[src/rtl/fsk_deframer_pkg.sv]
package fsk_deframer_pkg;
  typedef enum logic [2:0] {
    ST_HUNT,
    ST_START,
    ST_DATA,
    ST_STOP,
    ST_REARM
  } frame_st_t;
endpackage

[src/rtl/fsk_line_sync.sv]
module fsk_line_sync #(
  parameter int STAGES = 2
) (
  input  logic clk,
  input  logic rst_n,
  input  logic line_async,
  output logic line_sync
);
  logic [STAGES-1:0] chain;

  always_ff @(posedge clk or negedge rst_n) begin
    if (!rst_n) chain <= '1;
    else        chain <= {chain[STAGES-2:0], line_async};
  end

  assign line_sync = chain[STAGES-1];
endmodule

[src/rtl/fsk_tick_gen.sv]
module fsk_tick_gen #(
  parameter int DIV = 4
) (
  input  logic clk,
  input  logic rst_n,
  output logic tick
);
  generate
    if (DIV <= 1) begin : g_every
      assign tick = 1'b1;
    end else begin : g_div
      localparam int W = $clog2(DIV);
      logic [W-1:0] cnt;
      always_ff @(posedge clk or negedge rst_n) begin
        if (!rst_n)                   cnt <= '0;
        else if (cnt == W'(DIV - 1))  cnt <= '0;
        else                          cnt <= cnt + 1'b1;
      end
      assign tick = (cnt == W'(DIV - 1));
    end
  endgenerate
endmodule

[src/rtl/fsk_frame_fsm.sv]
module fsk_frame_fsm
  import fsk_deframer_pkg::*;
#(
  parameter int OVS   = 16,
  parameter int NBITS = 8
) (
  input  logic clk,
  input  logic rst_n,
  input  logic tick,
  input  logic line,
  output logic samp_stb,
  output logic samp_val,
  output logic ok_stb,
  output logic bad_stb
);
  localparam int CW   = $clog2(OVS);
  localparam int IW   = $clog2(NBITS + 1);
  localparam int HALF = OVS / 2;

  frame_st_t       state;
  logic [CW-1:0]   cnt;
  logic [IW-1:0]   idx;

  always_ff @(posedge clk or negedge rst_n) begin
    if (!rst_n) begin
      state    <= ST_HUNT;
      cnt      <= '0;
      idx      <= '0;
      samp_stb <= 1'b0;
      samp_val <= 1'b0;
      ok_stb   <= 1'b0;
      bad_stb  <= 1'b0;
    end else begin
      samp_stb <= 1'b0;
      ok_stb   <= 1'b0;
      bad_stb  <= 1'b0;
      if (tick) begin
        case (state)
          ST_HUNT: begin
            if (!line) begin
              state <= ST_START;
              cnt   <= '0;
            end
          end
          ST_START: begin
            if (cnt == CW'(HALF - 1)) begin
              cnt <= '0;
              idx <= '0;
              state <= line ? ST_HUNT : ST_DATA;
            end else begin
              cnt <= cnt + 1'b1;
            end
          end
          ST_DATA: begin
            if (cnt == CW'(OVS - 1)) begin
              cnt      <= '0;
              samp_stb <= 1'b1;
              samp_val <= line;
              if (idx == IW'(NBITS - 1)) state <= ST_STOP;
              else                       idx   <= idx + 1'b1;
            end else begin
              cnt <= cnt + 1'b1;
            end
          end
          ST_STOP: begin
            if (cnt == CW'(OVS - 1)) begin
              cnt <= '0;
              if (line) begin
                ok_stb <= 1'b1;
                state  <= ST_HUNT;
              end else begin
                bad_stb <= 1'b1;
                state   <= ST_REARM;
              end
            end else begin
              cnt <= cnt + 1'b1;
            end
          end
          ST_REARM: begin
            if (line) state <= ST_HUNT;
          end
          default: state <= ST_HUNT;
        endcase
      end
    end
  end
endmodule

[src/rtl/fsk_byte_store.sv]
module fsk_byte_store #(
  parameter int NBITS = 8
) (
  input  logic             clk,
  input  logic             rst_n,
  input  logic             samp_stb,
  input  logic             samp_val,
  input  logic             ok_stb,
  output logic [NBITS-1:0] byte_reg,
  output logic             byte_ready
);
  logic [NBITS-1:0] shreg;

  always_ff @(posedge clk or negedge rst_n) begin
    if (!rst_n) begin
      shreg      <= '0;
      byte_reg   <= '0;
      byte_ready <= 1'b0;
    end else begin
      byte_ready <= ok_stb;
      if (samp_stb) shreg <= {samp_val, shreg[NBITS-1:1]};
      if (ok_stb)   byte_reg <= shreg;
    end
  end
endmodule

[src/rtl/fsk_flags.sv]
module fsk_flags (
  input  logic clk,
  input  logic rst_n,
  input  logic byte_ready,
  input  logic bad_stb,
  input  logic clr_irq,
  input  logic clr_ovr,
  input  logic clr_ferr,
  output logic irq,
  output logic ovr_flag,
  output logic ferr_flag
);
  logic rdy_q;
  logic rdy_rise;

  assign rdy_rise = byte_ready & ~rdy_q;

  always_ff @(posedge clk or negedge rst_n) begin
    if (!rst_n) begin
      rdy_q     <= 1'b0;
      irq       <= 1'b0;
      ovr_flag  <= 1'b0;
      ferr_flag <= 1'b0;
    end else begin
      rdy_q     <= byte_ready;
      irq       <= rdy_rise | (irq & ~clr_irq);
      ovr_flag  <= (rdy_rise & irq) | (ovr_flag & ~clr_ovr);
      ferr_flag <= bad_stb | (ferr_flag & ~clr_ferr);
    end
  end
endmodule

[src/rtl/fsk_byte_deframer.sv]
module fsk_byte_deframer #(
  parameter int TICK_DIV = 4,
  parameter int OVS      = 16,
  parameter int NBITS    = 8
) (
  input  logic             clk,
  input  logic             rst_n,
  input  logic             ser_in,
  input  logic             clr_irq,
  input  logic             clr_ovr,
  input  logic             clr_ferr,
  output logic             bit_data,
  output logic             bit_clk,
  output logic [NBITS-1:0] byte_reg,
  output logic             byte_ready,
  output logic             irq,
  output logic             ovr_flag,
  output logic             ferr_flag
);
  logic line_s;
  logic tick;
  logic samp_stb;
  logic samp_val;
  logic ok_stb;
  logic bad_stb;

  fsk_line_sync #(.STAGES(2)) u_sync (
    .clk(clk), .rst_n(rst_n), .line_async(ser_in), .line_sync(line_s)
  );

  fsk_tick_gen #(.DIV(TICK_DIV)) u_tick (
    .clk(clk), .rst_n(rst_n), .tick(tick)
  );

  fsk_frame_fsm #(.OVS(OVS), .NBITS(NBITS)) u_fsm (
    .clk(clk), .rst_n(rst_n), .tick(tick), .line(line_s),
    .samp_stb(samp_stb), .samp_val(samp_val),
    .ok_stb(ok_stb), .bad_stb(bad_stb)
  );

  fsk_byte_store #(.NBITS(NBITS)) u_store (
    .clk(clk), .rst_n(rst_n), .samp_stb(samp_stb), .samp_val(samp_val),
    .ok_stb(ok_stb), .byte_reg(byte_reg), .byte_ready(byte_ready)
  );

  fsk_flags u_flags (
    .clk(clk), .rst_n(rst_n), .byte_ready(byte_ready), .bad_stb(bad_stb),
    .clr_irq(clr_irq), .clr_ovr(clr_ovr), .clr_ferr(clr_ferr),
    .irq(irq), .ovr_flag(ovr_flag), .ferr_flag(ferr_flag)
  );

  assign bit_clk  = samp_stb;
  assign bit_data = samp_val;
endmodule

[config.mk]
export PLATFORM = sky130hd
export DESIGN_NAME = fsk_byte_deframer
export DESIGN_NICKNAME = d
export VERILOG_FILES = /design/src/rtl/fsk_deframer_pkg.sv /design/src/rtl/fsk_line_sync.sv /design/src/rtl/fsk_tick_gen.sv /design/src/rtl/fsk_frame_fsm.sv /design/src/rtl/fsk_byte_store.sv /design/src/rtl/fsk_flags.sv /design/src/rtl/fsk_byte_deframer.sv
export SDC_FILE = /design/constraint.sdc
export NUM_CORES = 1
export LEC_CHECK = 0
export ABC_AREA = 1
export BUFFER_PORTS_ARGS = -buffer_cell sky130_fd_sc_hd__buf_2
export CAP_MARGIN = 20
export CORE_UTILIZATION = 51
export CTS_CLUSTER_DIAMETER = 40
export CTS_CLUSTER_SIZE = 24
export DETAILED_ROUTE_END_ITERATION = 6
export PLACE_DENSITY = 0.73
export SLEW_MARGIN = 20
export SYNTH_ARGS = -nofsm -noshare
export SYNTH_HDL_FRONTEND = slang
export SYNTH_HIERARCHICAL = 1
export SYNTH_SLANG_ARGS = --single-unit
[constraint.sdc]
create_clock -name clk -period 1.3 [get_ports clk]
set_clock_uncertainty 0.15 [all_clocks]
set_input_delay 0.065 -clock clk [delete_from_list [all_inputs] [get_ports clk]]
set_output_delay 0.065 -clock clk [all_outputs]
set_load 0.01 [all_outputs]
# Yosys cells after proc, flatten, opt, wreduce, memory -nomap -nowiden
# Index checks and enable logic that the tools add are counted.
totals:
  ramBits: 0
  latch_bits: 0
  romBits: 0
  memories: 0
  in_bits: 6
  wordCells: 83
  register_bits: 40
  output_inout_bits: 14
classes:
  div: 0
  n_reduce_logical: 8
  n_mux: 29
  order_cmp: 0
  bitwise: 12
  eq_ne: 15
  multipliers: 0
  shift: 0
  addsub: 3
ops:
  columns: ["operator", "n"]
  rows:
  - ["4-bit two-way mux", 6]
  - ["3-bit two-way mux", 7]
  - ["3-bit case mux with 5 select lines", 1]
  - ["4-bit case mux with 3 select lines", 1]
  - ["1-bit two-way mux", 11]
  - ["4-bit by 1-bit adder with 4-bit output (second input constant)", 2]
  - ["4-bit by 3-bit equality test with 1-bit output (second input constant)", 2]
  - ["2-bit by 1-bit != test with 1-bit output (second input constant)", 4]
  - ["4-bit case mux with 2 select lines", 1]
  - ["7-bit AND reduction", 1]
  - ["3-bit by 2-bit equality test with 1-bit output (second input constant)", 2]
  - ["2-bit != test (second input constant)", 3]
  - ["3-bit AND reduction", 2]
  - ["1-bit AND", 5]
  - ["5-bit AND reduction", 1]
  - ["4-bit equality test (second input constant)", 1]
  - ["2-bit two-way mux", 2]
  - ["1-bit NOT", 4]
  - ["3-bit by 1-bit equality test with 1-bit output (second input constant)", 1]
  - ["3-bit equality test (second input constant)", 1]
  - ["3-bit zero test", 1]
  - ["1-bit bitwise OR", 3]
  - ["3-bit nonzero test", 1]
  - ["2-bit by 1-bit adder with 2-bit output (second input constant)", 1]
  - ["other kinds (3)", 3]

# Logic depth before layout (Yosys ltp)
depth:
  word_depth: 4
  depth_mapped: 9
  ltp_nobuf: 9

# Hierarchy
# The synthesis kept the hierarchy.
modules_own_cells:
  columns: ["mod", "area_each_um2", "cells_each", "instances", "seq_area_each_um2"]
  rows:
  - ["fsk_frame_fsm", 897.1, 125, 1, 375.4]
  - ["fsk_byte_store", 635.6, 69, 1, 425.4]
  - ["fsk_flags", 147.6, 14, 1, 100.1]
  - ["fsk_tick_gen", 66.3, 4, 1, 50.0]
  - ["fsk_line_sync", 52.6, 2, 1, 52.6]

# Worst setup path after synthesis
# No wires, ideal clock.
synth_timing:
  path_type: "reg-to-reg"
  from: "reg u_fsm.cnt[0]"
  to: "reg u_fsm.state[0]"
  period_less_slack_ns: 1.384
  t_arrival_ns: 1.117
  setup_slack_ns: -0.084
  stages_incl_launch_ff: 10
  setup_ns: 0.117
  required_ns: 1.033
  path_buffers: 0
  path_cell_list: "dfrtp_1 > ha_1 > nand2_1 > inv_1 > nand2_1 > nand2_1 > nand2_1 > nor2_1 > nand3_1 > nand2_1"
synth_between:
  elab_chain_cells: 3
  elab_cells_between_ends: 6
  classes_between: "eq/ne (5); reduce/logical (1)"
synth_rtl:
  columns: ["element", "line", "text"]
  rows:
  - ["start, declared", "fsk_frame_fsm.sv:21", "logic [CW-1:0] cnt;"]
  - ["start signal, assigned", "fsk_frame_fsm.sv:51", "cnt <= cnt + 1'b1;"]
  - ["start signal, assigned", "fsk_frame_fsm.sv:62", "cnt <= cnt + 1'b1;"]
  - ["start signal, assigned", "fsk_frame_fsm.sv:76", "cnt <= cnt + 1'b1;"]
  - ["4-bit equality test or 4-bit by 3-bit equality test with 1-bit output (tied branches)", "fsk_frame_fsm.sv:55, fsk_frame_fsm.sv:66, fsk_frame_fsm.sv:46", null]
  - ["2-bit by 1-bit != test with 1-bit output (no source line)", null, null]
  - ["7-bit AND reduction (no source line) *", null, null]
  - ["end signal, assigned", "fsk_frame_fsm.sv:49", "state <= line ? ST_HUNT : ST_DATA;"]
  - ["end, declared", "fsk_frame_fsm.sv:20", "frame_st_t state;"]
# Mark *: on every way between the ends. The rest lies on a longest branch, timed or not.
# A chain may end at the register's enable or synchronous reset.

# Worst setup path in the final report
# Ends and elaborated chain as after synthesis.

==> impl_metrics.yaml <==
status:
  violations: "negative setup slack"
  status: "finished, violations left"
clock_tree:
  cts_buffers: 5
  clk_pin_slew_ns: 0.12
  cts-htree-levels: 2
  clock_tree.root_cell: "clkbuf_4"
  clockBufferDepth: 2
  insertion_delay_ns: 0.34
  cts_tree: "yes"
  clock_sink_count: 40
logic_synthesis:
  ys_ff_latch: 40
  synth_top_area_cell: "dfrtp_1"
  avgSynthCellArea_um2: 8.41
  synth.distinct_cells: 21
  yosysTopAreaCellShare: 0.529
  seq_area_frac_synth: 0.558
  yosysMostFrequentCell: "nand2_1"
  synth_cells: 214
  synth-edff-count: 0
  synthArstFlopShare: 1.00
  synth_common_cells: "90 x nand2_1, 38 x dfrtp_1, 20 x inv_1, 15 x nor2_1, 13 x nand3_1"
  yosysWarningCount: 6
  synthFlopType: "dfrtp_1"
  synthTopCellsByArea: "dfrtp_1 53%, nand2_1 19%, inv_1 4.2%"
  synthesis.area_um2: 1800
  syn-num-nets: 223
timing:
  finalCritPeriodShare: 1.20
  fin_crit_ns: 1.56
  finalHoldViolations: 0
  setup_slack_ns: -0.255
  rsz0062_at_grt: "true"
  tns_ns: -1.90
  relSlewSlack: 0.773
  slew_violations: 0
  tightest_slew_ns: 0.340
  fmax_mhz: 643
  setup_violations: 13
power:
  peakVddDrop_uv: 990
  p_leak_nw: 1.31
  p_total_mw: 3.21
  powerDensity_nw_per_um2: 1320
routing:
  drtIter0Drc: 81
  wl_per_cell_um: 11.9
  num_vias: 1552
  ant_nets: 0
  route.detailed.drc: 0
  avgViaCountPerCell: 4.85
  drt_wl_total_um: 3810
  dr.pass1.iters: 4
hold_path:
  worstHoldPathType: "in -> async"
critical_path:
  critPathMaxFanout: 3
  worstReg2RegStart: "u_fsm/cnt[0]$_DFFE_PN0P_"
  required_ns: 1.43
  r2r_slack_ns: -0.26
  critPathLaunchType: "flop"
  worstSetupStartpoint: "u_fsm/cnt[0]$_DFFE_PN0P_"
  cp.arrival_ns: 1.69
  end_kind: "flop"
  path_class: "reg -> reg"
run:
  cap_violations: 0
finish:
  fin_util: 0.727
  area_delta_synth_final_pct: 35.8
  antenna_cells: 0
  nNetsFinal: 282
  stdcell_count: 320
  drive_gt1_frac: 0.350
floorplanning:
  io-pin-count: 20
  core_area_um2: 3360
  initial_core_util: 0.535
  dieArea_um2: 3770
  fp.dieW_um: 61.4
  rows: 21
  die-height_um: 61.4
global_routing:
  grt_pass1_wl_um: 6080
  grt_overflow_total: 0
  antenna_found_initial: 0
  grt_usage: 0.227
  grt_pass1_vias: 1424
  grt_max_degree: 17
placed_design:
  dp_cells: 300
  dp_slack_ns: -0.181
  gp_congestion: 0.887
  port_buffers: 19
  hpwl_um: 2460
[cells by family after synthesis]
group | share of synthesized area
and+or+nand+nor | 0.331
DFF | 0.558
buffers and inverters | 0.0605
AOI/OAI and AO/OA | 0.0202
adders and majority gates | 0.0209
xor gates and xnor gates | 0.00974
[where the power goes]
part           switching (mW)  total (mW)  leakage (nW)  internal [mW]
combinational           0.638        1.12         0.744          0.485
clock                   0.391       0.656        0.0315          0.265
sequential              0.110        1.44         0.539           1.32
[critical path: stages (launching register included)]
cell     delay (ns)
dfrtp_1        0.41
ha_4           0.19
nand2_4        0.08
inv_4          0.07
nand2_1        0.09
nand2_2        0.12
nand2_4        0.07
nor2_4         0.14
nand3_1        0.11
nand2_1        0.08
[placed cells by master (no fill, tap or decap), types with 6 or more instances in the layout]
cell type | synthesis | layout
nor2_1 | 15 | 13
dfrtp_1 | 38 | 35
nand3_2 | 2 | 6
nand2_2 | 3 | 6
nor2_4 | 1 | 6
nand2_1 | 90 | 84
buf_2 | 0 | 19
nand3_1 | 13 | 7
inv_1 | 20 | 17
dlygate4sd3_1 | 0 | 7
buf_4 | 0 | 24
nand4_1 | 6 | 6
[area by class of cell]
cell class / instances / area [um^2]
clock inverters: 1 / 7.51
clock buffers: 7 / 55.1
flip-flops and latches: 40 / 1010
inverters: 23 / 88.8
repair buffers: 54 / 400
multi-input cells: 149 / 827
well taps: 46 / 57.6
fillers: 258 / 920
[routing by layer]
metal / vias to the layer above / share of wire / track usage
li1: 782 / - / -
met4: 0 / 0.019 / 0.0667
met1: 723 / 0.43 / 0.273
met3: 6 / 0.044 / 0.0630
met2: 41 / 0.51 / 0.399
met5: - / 0 / 0
[repair_timing]
action | 4_1_cts | 5_1_grt
hold buffers | 8 | 0
setup buffers | 0 | 4
hold endpoints to repair | 44 | 0
pin swaps | 5 | 10
setup endpoints to repair | 13 | 18
gates resized for setup | 15 | 21
[per-stage QoR]
stage / area (um^2) / hold slack (ns)
global route: 2440 / 0.147
CTS: 2320 / 0.107
floorplan: 1810 / -0.381
global placement: 2130 / -0.149
finish: 2440 / 0.127
detailed placement: 2130 / -0.148
[final timing paths]
kind                                                 endpoint  cells after the start
worst max-delay path               u_fsm/state[0]$_DFFE_PN0P_                      9
worst min-delay path               u_fsm/samp_val$_DFFE_PN0P_                      3
worst max register to register     u_fsm/state[0]$_DFFE_PN0P_                      9
worst min register to register      u_sync/chain[1]$_DFF_PN1_                      0
max in group asynchronous       u_tick/g_div.cnt[1]$_DFF_PN0_                      3
min in group clk                    u_sync/chain[0]$_DFF_PN1_                      2
No activity file was read; power rests on OpenSTA's default activity.
